## config.mk

```make
export PLATFORM = sky130hd
export DESIGN_NAME = sc_uart
export DESIGN_NICKNAME = d
export VERILOG_FILES = /design/src/rtl/sc_uart_pkg.sv /design/src/rtl/sc_uart_sync.sv /design/src/rtl/sc_uart_tx.sv /design/src/rtl/sc_uart_rx.sv /design/src/rtl/sc_uart.sv
export SDC_FILE = /design/constraint.sdc
export NUM_CORES = 1
export LEC_CHECK = 0
export CAP_MARGIN = 20
export CORE_MARGIN = 5
export CORE_UTILIZATION = 50
export CTS_CLUSTER_SIZE = 10
export DETAILED_ROUTE_END_ITERATION = 12
export HOLD_SLACK_MARGIN = 0.05
export PLACE_DENSITY_LB_ADDON = 0.05
export SYNTH_ARGS = -nofsm -noshare
export SYNTH_HDL_FRONTEND = slang
export SYNTH_SLANG_ARGS = --single-unit
```

## constraint.sdc

```tcl
create_clock -name clk -period 2 [get_ports clk]
set_input_delay 0.3 -clock clk [delete_from_list [all_inputs] [get_ports clk]]
set_output_delay 0.3 -clock clk [all_outputs]
set_load 0.02 [all_outputs]
```

## src/rtl/sc_uart_pkg.sv

```systemverilog
package sc_uart_pkg;
  typedef enum logic [2:0] {
    RX_IDLE,
    RX_START,
    RX_DATA,
    RX_GUARD,
    RX_HOLD
  } rx_state_t;

  // start bit, parity bit and stop bit added to the data bits
  localparam int unsigned FRAME_OVERHEAD = 3;
endpackage

```

## src/rtl/sc_uart_sync.sv

```systemverilog
module sc_uart_sync #(
  parameter bit RESET_VAL = 1'b1
) (
  input  logic clk,
  input  logic rst_n,
  input  logic d,
  output logic q
);
  logic meta;

  always_ff @(posedge clk or negedge rst_n) begin
    if (!rst_n) begin
      meta <= RESET_VAL;
      q    <= RESET_VAL;
    end else begin
      meta <= d;
      q    <= meta;
    end
  end
endmodule

```

## src/rtl/sc_uart_tx.sv

```systemverilog
module sc_uart_tx #(
  parameter int unsigned OVS = 16,
  parameter int unsigned DW  = 8
) (
  input  logic          clk,
  input  logic          rst_n,
  input  logic          tick,
  input  logic          start,
  input  logic [DW-1:0] data,
  output logic          busy,
  output logic          drive_low,
  output logic          done
);
  import sc_uart_pkg::*;

  localparam int unsigned NB   = DW + FRAME_OVERHEAD;
  localparam int unsigned IW   = $clog2(NB);
  localparam int unsigned TW   = (OVS > 1) ? $clog2(OVS) : 1;
  localparam int unsigned HALF = OVS / 2;

  logic [NB-1:0] frame;
  logic [IW-1:0] idx;
  logic [TW-1:0] tcnt;
  logic          last_bit;

  assign last_bit  = (idx == IW'(NB - 1));
  assign drive_low = busy && !frame[idx];

  always_ff @(posedge clk or negedge rst_n) begin
    if (!rst_n) begin
      frame <= '1;
      idx   <= '0;
      tcnt  <= '0;
      busy  <= 1'b0;
      done  <= 1'b0;
    end else begin
      done <= tick && busy && last_bit && (tcnt == TW'(HALF - 1));
      if (start && !busy) begin
        frame <= {1'b1, ^data, data, 1'b0};
        idx   <= '0;
        tcnt  <= '0;
        busy  <= 1'b1;
      end else if (busy && tick) begin
        if (tcnt == TW'(OVS - 1)) begin
          tcnt <= '0;
          if (last_bit) busy <= 1'b0;
          else          idx  <= idx + 1'b1;
        end else begin
          tcnt <= tcnt + 1'b1;
        end
      end
    end
  end
endmodule

```

## src/rtl/sc_uart_rx.sv

```systemverilog
module sc_uart_rx #(
  parameter int unsigned OVS = 16,
  parameter int unsigned DW  = 8
) (
  input  logic          clk,
  input  logic          rst_n,
  input  logic          tick,
  input  logic          line,
  input  logic          block,
  input  logic          err_en,
  input  logic          rd,
  output logic          valid,
  output logic [DW-1:0] data,
  output logic          perr,
  output logic          err_drive,
  output logic          busy
);
  import sc_uart_pkg::*;

  localparam int unsigned TW   = (OVS > 1) ? $clog2(OVS) : 1;
  localparam int unsigned BW   = $clog2(DW + 1);
  localparam int unsigned HALF = OVS / 2;

  rx_state_t     st;
  logic [TW-1:0] tcnt;
  logic [BW-1:0] bitn;
  logic [DW:0]   shreg;
  logic          bad;

  assign bad  = ^shreg;
  assign busy = (st != RX_IDLE);

  always_ff @(posedge clk or negedge rst_n) begin
    if (!rst_n) begin
      st        <= RX_IDLE;
      tcnt      <= '0;
      bitn      <= '0;
      shreg     <= '0;
      valid     <= 1'b0;
      data      <= '0;
      perr      <= 1'b0;
      err_drive <= 1'b0;
    end else begin
      if (rd) begin
        valid     <= 1'b0;
        perr      <= 1'b0;
        err_drive <= 1'b0;
      end
      unique case (st)
        RX_IDLE: begin
          tcnt <= '0;
          if (!block && !line) st <= RX_START;
        end
        RX_START: if (tick) begin
          if (tcnt == TW'(HALF - 1)) begin
            tcnt <= '0;
            bitn <= '0;
            st   <= line ? RX_IDLE : RX_DATA;
          end else begin
            tcnt <= tcnt + 1'b1;
          end
        end
        RX_DATA: if (tick) begin
          if (tcnt == TW'(OVS - 1)) begin
            tcnt  <= '0;
            shreg <= {line, shreg[DW:1]};
            bitn  <= bitn + 1'b1;
            if (bitn == BW'(DW)) st <= RX_GUARD;
          end else begin
            tcnt <= tcnt + 1'b1;
          end
        end
        RX_GUARD: if (tick) begin
          if (tcnt == TW'(HALF - 1)) begin
            tcnt      <= '0;
            valid     <= 1'b1;
            data      <= shreg[DW-1:0];
            perr      <= bad;
            err_drive <= bad && err_en;
            st        <= RX_HOLD;
          end else begin
            tcnt <= tcnt + 1'b1;
          end
        end
        RX_HOLD: begin
          if (line && !err_drive) st <= RX_IDLE;
        end
        default: st <= RX_IDLE;
      endcase
    end
  end
endmodule

```

## src/rtl/sc_uart.sv

```systemverilog
module sc_uart #(
  parameter int unsigned OVS = 16,
  parameter int unsigned DW  = 8
) (
  input  logic          clk,
  input  logic          rst_n,
  input  logic          os_tick,
  input  logic          perr_sig_en,
  input  logic          line_in,
  output logic          line_drive_low,
  output logic          line_level,
  input  logic [DW-1:0] tx_data,
  input  logic          tx_valid,
  output logic          tx_ready,
  output logic          tx_done,
  output logic [DW-1:0] rx_data,
  output logic          rx_valid,
  input  logic          rx_ready,
  output logic          perr_flag
);
  logic line_s;
  logic tx_busy;
  logic tx_low;
  logic rx_busy;
  logic err_drive;
  logic rd;

  sc_uart_sync #(.RESET_VAL(1'b1)) u_sync (
    .clk  (clk),
    .rst_n(rst_n),
    .d    (line_in),
    .q    (line_s)
  );

  assign tx_ready = !tx_busy && !rx_busy && line_s && !err_drive;
  assign rd       = rx_valid && rx_ready;

  sc_uart_tx #(.OVS(OVS), .DW(DW)) u_tx (
    .clk      (clk),
    .rst_n    (rst_n),
    .tick     (os_tick),
    .start    (tx_valid && tx_ready),
    .data     (tx_data),
    .busy     (tx_busy),
    .drive_low(tx_low),
    .done     (tx_done)
  );

  sc_uart_rx #(.OVS(OVS), .DW(DW)) u_rx (
    .clk      (clk),
    .rst_n    (rst_n),
    .tick     (os_tick),
    .line     (line_s),
    .block    (tx_busy),
    .err_en   (perr_sig_en),
    .rd       (rd),
    .valid    (rx_valid),
    .data     (rx_data),
    .perr     (perr_flag),
    .err_drive(err_drive),
    .busy     (rx_busy)
  );

  assign line_drive_low = tx_low || err_drive;
  assign line_level     = line_s;
endmodule

```

Word-level counts from Yosys, hierarchy flattened
Index checks and enable logic that the tools add are counted.
{"block": "word_totals", "regBits": 53, "out_inout_bits": 14, "word_cells": 123}
{"block": "op_classes", "add_sub_neg": 4, "magnitude_cmp": 1, "n_eq_ne": 21, "n_mux": 46, "reduce_logical": 36}
{"operator": "2-to-1 mux 4 bit", "n": 15}
{"operator": "2-to-1 mux 3 bit", "n": 9}
{"operator": "2-to-1 mux 1 bit", "n": 17}
{"operator": "adder 4 x 1 -> 4 bit (second input constant)", "n": 4}
{"operator": "equality test 4 bit (second input constant)", "n": 4}
{"operator": "one-hot mux 3 bit (5 select lines)", "n": 1}
{"operator": "AND reduction 3 bit", "n": 5}
{"operator": "!= test 2 x 1 -> 1 bit (second input constant)", "n": 7}
{"operator": "logical AND 1 bit", "n": 13}
{"operator": "one-hot mux 4 bit (3 select lines)", "n": 1}
{"operator": "AND reduction 9 bit", "n": 1}
{"operator": "parity 9 bit", "n": 1}
{"operator": "equality test 4 x 3 -> 1 bit (second input constant)", "n": 2}
{"operator": "!= test 2 bit (second input constant)", "n": 4}
{"operator": "one-hot mux 4 bit (2 select lines)", "n": 1}
{"operator": "nonzero test 2 bit", "n": 4}
{"operator": "parity 8 bit", "n": 1}
{"operator": "equality test 3 x 2 -> 1 bit (second input constant)", "n": 2}
{"operator": "nonzero test 3 bit", "n": 2}
{"operator": "zero test 1 bit", "n": 5}
{"operator": "less-than comparator 4 x 5 -> 1 bit (second input constant)", "n": 1}
{"operator": "AND reduction 5 bit", "n": 1}
{"operator": "binary-select mux 1 bit (select 4 bit)", "n": 1}
{"operator": "equality test 3 x 1 -> 1 bit (second input constant)", "n": 1}
{"operator": "other kinds (5)", "n": 5}

Logic depth before layout (Yosys ltp)
{"block": "depth", "word_depth": 9, "ltp_mapped": 7}

Hierarchy
From an unflattened synthesis, not the netlist that was laid out.
{"block": "unflattened", "cells_unflattened": 230, "hier_area_um2": 2687.6}
{"module": "sc_uart_rx", "n_inst": 1, "cells_per_inst": 130, "area_per_inst_um2": 1520.2, "seq_area_each_um2": 775.7}
{"module": "sc_uart_tx", "n_inst": 1, "cells_per_inst": 94, "area_per_inst_um2": 1072.3, "seq_area_each_um2": 513.0}
{"module": "sc_uart_sync", "n_inst": 1, "cells_per_inst": 2, "area_per_inst_um2": 52.6, "seq_area_each_um2": 52.6}
{"module": "sc_uart", "n_inst": 1, "cells_per_inst": 4, "area_per_inst_um2": 42.5, "seq_area_each_um2": 0.0}

Worst setup path after synthesis
Ideal clock, no wire load.
{"block": "synth_timing", "kind": "register to output", "startpoint": "register u_tx.idx[0]", "endpoint": "output port line_drive_low", "arrival_time_ps": 1366, "setup_slack_ps": 334, "stages_incl_launch_ff": 5, "path_buffers": 0, "path_cell_list": "dfrtp_1 -> mux4_2 -> mux2i_1 -> o211ai_1 -> nand2b_1"}
{"block": "synth_via", "elab_chain_len": 5}
{"item": "start: declaration", "line": "sc_uart_tx.sv:22", "text": "logic [IW-1:0] idx;"}
{"item": "start signal: assignment", "line": "sc_uart_tx.sv:47", "text": "else idx <= idx + 1'b1;"}
{"item": "binary-select mux 1 bit (select 4 bit)", "line": "sc_uart_tx.sv:27", "text": "assign drive_low = busy && !frame[idx];"}
{"item": "2-to-1 mux 1 bit (not written as such)", "line": "sc_uart_tx.sv:27"}
{"item": "zero test 1 bit", "line": "sc_uart_tx.sv:27"}
{"item": "logical AND 1 bit", "line": "sc_uart_tx.sv:27"}
{"item": "logical OR 1 bit", "line": "sc_uart.sv:64", "text": "assign line_drive_low = tx_low || err_drive;"}
{"item": "end: declaration", "line": "sc_uart.sv:10", "text": "output logic line_drive_low,"}
No other way between the ends. The select of a mux whose other input is x is not followed.

Final worst setup path
Ends and elaborated chain as after synthesis.

==> reports/summary.md <==
The run finished, with violations left. The final reports fail on negative setup slack. The routed layout has 1817 vias.

The congestion estimate from routability-driven global placement came to 0.753. For the sequential cell area fraction in the yosys report, the log shows 0.513. The die boundary width is 82.3 µm, and the per-cell via count in the routed design is 5.19. Critical path class: flop to primary output.

On the worst path, the slowest cell contributes a delay of 0.51 ns. After floorplanning, the core was divided into 26 placement rows. After synthesis, the largest family of logic cells by area is simple AND/OR/NAND/NOR gates.

The warning count from the yosys run is 0. The initial core utilization was 0.512. The internal power of the cells totals 0.00209 W. Post-detailed-route wirelength per cell: 13.6 µm. The launch point of the worst reg-to-reg path is u_rx.tcnt[0]. The worst hold path passes through 0 cells. The post-synthesis adder-cell area fraction is 0.0287.

Uppermost signal routing layer after detailed routing: met4. The relative contribution of combinational cells to total power is 0.245, and the overall fraction of global-route tracks in use is 0.167. The layout has 433 filler cells. The fraction of registers with async set or reset after synthesis is 1.00. For the worst setup path, the data required time is 1.70 ns. The post-layout minimum cycle time came out at 2.03 ns. The tools report the endpoint of the worst register-to-register path as u_rx.shreg[3]. Clock tree synthesis inserted a total of 5 buffers. Number of hold violations in the final report: 0. The run gives -0.205 ns as the placement-stage worst setup slack. For the data arrival time of the critical path, the log shows 1.73 ns.

Predominant post-synthesis flop cell: sky130_fd_sc_hd__dfrtp_1. The initial antenna violation count came out at 0. The number of I/O port buffers works out to 28. The net switching share of the total power came out at 0.297. The tools report the largest net degree at the start of global routing as 28. The path with the worst hold slack has its endpoint at u_sync.q.

The total wire length after detailed routing is 4.76 mm. The run gives 1 as the number of setup violations in the final report. After synthesis, the cell types taking the most area are sky130_fd_sc_hd__dfrtp_1 (39%), sky130_fd_sc_hd__dfstp_2 (12%), sky130_fd_sc_hd__xnor2_1 (5.7%). For the number of distinct library cell variants in the gate-level netlist after synthesis, the log shows 47.

In the final routing, the length of wire on met1 measures 2.20 mm. The number of buffers and inverters on the critical path is 1. The class of the tightest hold or removal check is flop to flop. Wire segments on met2 add up to 2.32 mm in the final route. The HPWL after detailed placement is 3.57 mm.

The worst register-to-register path has a depth of 5. The actual transition at the worst max-transition pin works out to 0.595 ns. The multiplexer area fraction after synthesis works out to 0.108. Tracing the worst setup path back leads to its startpoint at u_tx.idx[0]. The fraction of the mapped netlist area in compound gates came out at 0.0680. STA classifies the critical path startpoint as a flop. From bottom edge to top edge, the die measures 82.3 µm.

The area growth from synthesis to layout is 21.1%. The synthesized design contains 0 enable-type register cells. The run gives 300 as the number of nets in the layout. The met3 wirelength from detailed routing was 160 µm; the mapped cell area was 2610 µm².

Setup repair after global routing could not meet its margin everywhere. The tree is rooted in a sky130_fd_sc_hd__clkbuf_8. For this design the total switching power over the nets is 0.000882 W. The clock drives 53 sinks. For the final database, setup skew stands at 0.00482 ns. The longest clock path from root to sink contains 2 buffers. The post-synthesis share of cell area spent on and, or, nand and nor gates is 0.171. The worst relative slew slack is 0.604.

The tools report the overall overflow remaining after global route as 0. The worst setup path is captured at a primary output. The area inside the core boundary was 5110 µm²; the maximum clock frequency was 492 MHz. The run gives 29 as the boundary pin count.

The total power divided by cell area works out to 937 nW/µm². The worst hold path begins at u_sync.meta. The number of global-route vias before repair is 1873.

Counting every instance in the synthesized netlist gives 235. The clock tree synthesis step divided the H-tree into 2 levels. Along the worst path, the maximum fanout reaches 3. Traced cell by cell, the critical path runs through mux4_2 > mux2i_1 > o211ai_1 > nand2b_1 > buf_6.

The die covers 6770 µm². The proportion of netlist area held by the largest area contributor was 0.393; the final worst-path setup slack was -0.0322 ns. The highest-delay cell along the critical path is sky130_fd_sc_hd__mux4_2.

For this block, the initial DRC count from the detailed router was 79. Each instance of the synthesized netlist takes up on average 11.1 µm². The first global-routing pass estimated 8.61 mm of wire. Across the run, the number of max-cap violations was 0. The number of antenna diodes in the final layout is 0. The worst ir drop on vdd was 0.000551 V; the clock insertion delay at the later pin of the skew report was 0.30 ns. The run gives 0.240 as the part of the power in the clock network. The share of layout cells above drive strength 1 is 0.229. Before antenna repair, the detailed router went through 4 iterations.

TritonCTS built the clock tree. On the critical path the largest part of the delay comes from multiplexers. Xor-xnor portion of the synthesized cell area: 0.0723. The biggest area consumer among synthesized cells is sky130_fd_sc_hd__dfrtp_1. The count of state elements after synthesis is 53. Post-detailed-route count of antenna-violating nets: 0.

For flop-to-flop paths, the worst setup slack is 0.21 ns. The analysis attributes to cell leakage a power of 1.42 nW. Clock-pin slew was measured on the worst setup and hold paths at 0.09 ns. For this run, design rule violations remaining after detail routing come to 0.

The sequential cell fraction of total power was 0.515; the number of slew-limit violations in the final report was 0. The final worst-path cycle share is 1.02, and the setup total negative slack is -0.0322 ns. Number of nets in the synthesized netlist: 256.
==> cells in the final DEF, fill, tap and decap left out, types with 10 or more instances in the layout <==
| master | synthesis | final |
|---|---|---|
| sky130_fd_sc_hd__buf_4 | 2 | 16 |
| sky130_fd_sc_hd__clkdlybuf4s50_1 | 0 | 25 |
| sky130_fd_sc_hd__dfrtp_1 | 41 | 41 |
| sky130_fd_sc_hd__dfstp_2 | 12 | 12 |
| sky130_fd_sc_hd__inv_1 | 10 | 10 |
| sky130_fd_sc_hd__mux2_2 | 13 | 13 |
| sky130_fd_sc_hd__nand2_1 | 39 | 39 |
| sky130_fd_sc_hd__nand3_1 | 10 | 10 |
| sky130_fd_sc_hd__xnor2_1 | 17 | 17 |
==> cells in the mapped netlist, drive strengths merged (2+ instances only) <==
cell,number
and2,5
nand3,10
buf,7
ha,6
nor3,8
nor2b,2
nor4,2
inv,10
dfstp,12
dfrtp,41
nand4,3
mux2i,2
o22ai,2
nor2,8
and3,3
xor2,2
o21ai,8
a21oi,8
xnor2,17
nand2,39
or3,2
mux4,2
a32o,2
mux2,18
o31ai,2
==> cell families after synthesis <==
kind of cell | Yosys count
AOI/OAI and AO/OA | 28
and+or+nand+nor | 88
adders and majority gates | 6
buffers and inverters | 18
DFF | 53
muxes | 22
xor gates and xnor gates | 20
==> per-layer routing <==
layer,up-vias,GRT usage
met3,8,0.0488
met1,879,0.214
met2,24,0.276
met4,0,0.0449
met5,-,0
li1,906,-
==> worst max-delay path by stage <==
stage / endpoint / slack, ns / depth (start not counted)
floorplan: line_drive_low / 0.33 / 4
global placement: line_drive_low / -0.17 / 5
detailed placement: line_drive_low / -0.20 / 6
CTS: line_drive_low / -0.09 / 6
global route: line_drive_low / -0.15 / 5
finish: line_drive_low / -0.03 / 5
==> power by group through the flow <==
stage | registers [W] | clock network [W] | logic [W]
floorplan | 0.00151 | 0 | 0.000488
detailed placement | 0.00155 | 0 | 0.000715
global placement | 0.00154 | 0 | 0.000696
CTS | 0.00153 | 0.000744 | 0.000724
finish | 0.00153 | 0.000712 | 0.000728
global route | 0.00157 | 0.000786 | 0.000834
==> repair_timing <==
item,in CTS,in global routing
gates resized for setup,7,2
setup endpoints to repair,2,1
hold buffers,1,0
pin swaps,1,1
endpoints found under the hold margin,16,0
setup buffers,0,0
==> registers in the layout (all words and copies together), names as in the netlist <==
name,cells
u_sync.meta,1
u_tx.done,1
u_rx.shreg,9
u_sync.q,1
u_tx.busy,1
u_rx.err_drive,1
u_rx.tcnt,4
u_tx.tcnt,4
u_tx.frame,10
u_rx.valid,1
u_rx.bitn,4
u_rx.data,8
u_rx.perr,1
u_rx.st,3
u_tx.idx,4
==> layout make-up <==
| class | instances | area [µm²] | area share |
|---|---|---|---|
| flip-flops and latches | 53 | 1340 | 0.424 |
| repair buffers | 45 | 405 | 0.128 |
| clock buffers | 5 | 68.8 | 0.0217 |
| well taps | 70 | 87.6 | 0.0277 |
| inverters | 10 | 37.5 | 0.0119 |
| multi-input cells | 164 | 1180 | 0.374 |
| clock inverters | 3 | 41.3 | 0.0130 |
==> stage by stage <==
stage          hold WS, ns  instances  utilization  total power (W)  cell area (µm²)
3_3_place_gp         0.342        341        0.594          0.00224             3030
4_1_cts              0.362        350        0.618          0.00300             3150
3_5_place_dp         0.342        341        0.594          0.00226             3030
6_report             0.361        350        0.620          0.00297             3170
2_1_floorplan      0.00441        235            -          0.00200             2610
5_1_grt              0.368        350        0.620          0.00319             3170
Note: power is estimated with default switching activity, not from simulation.
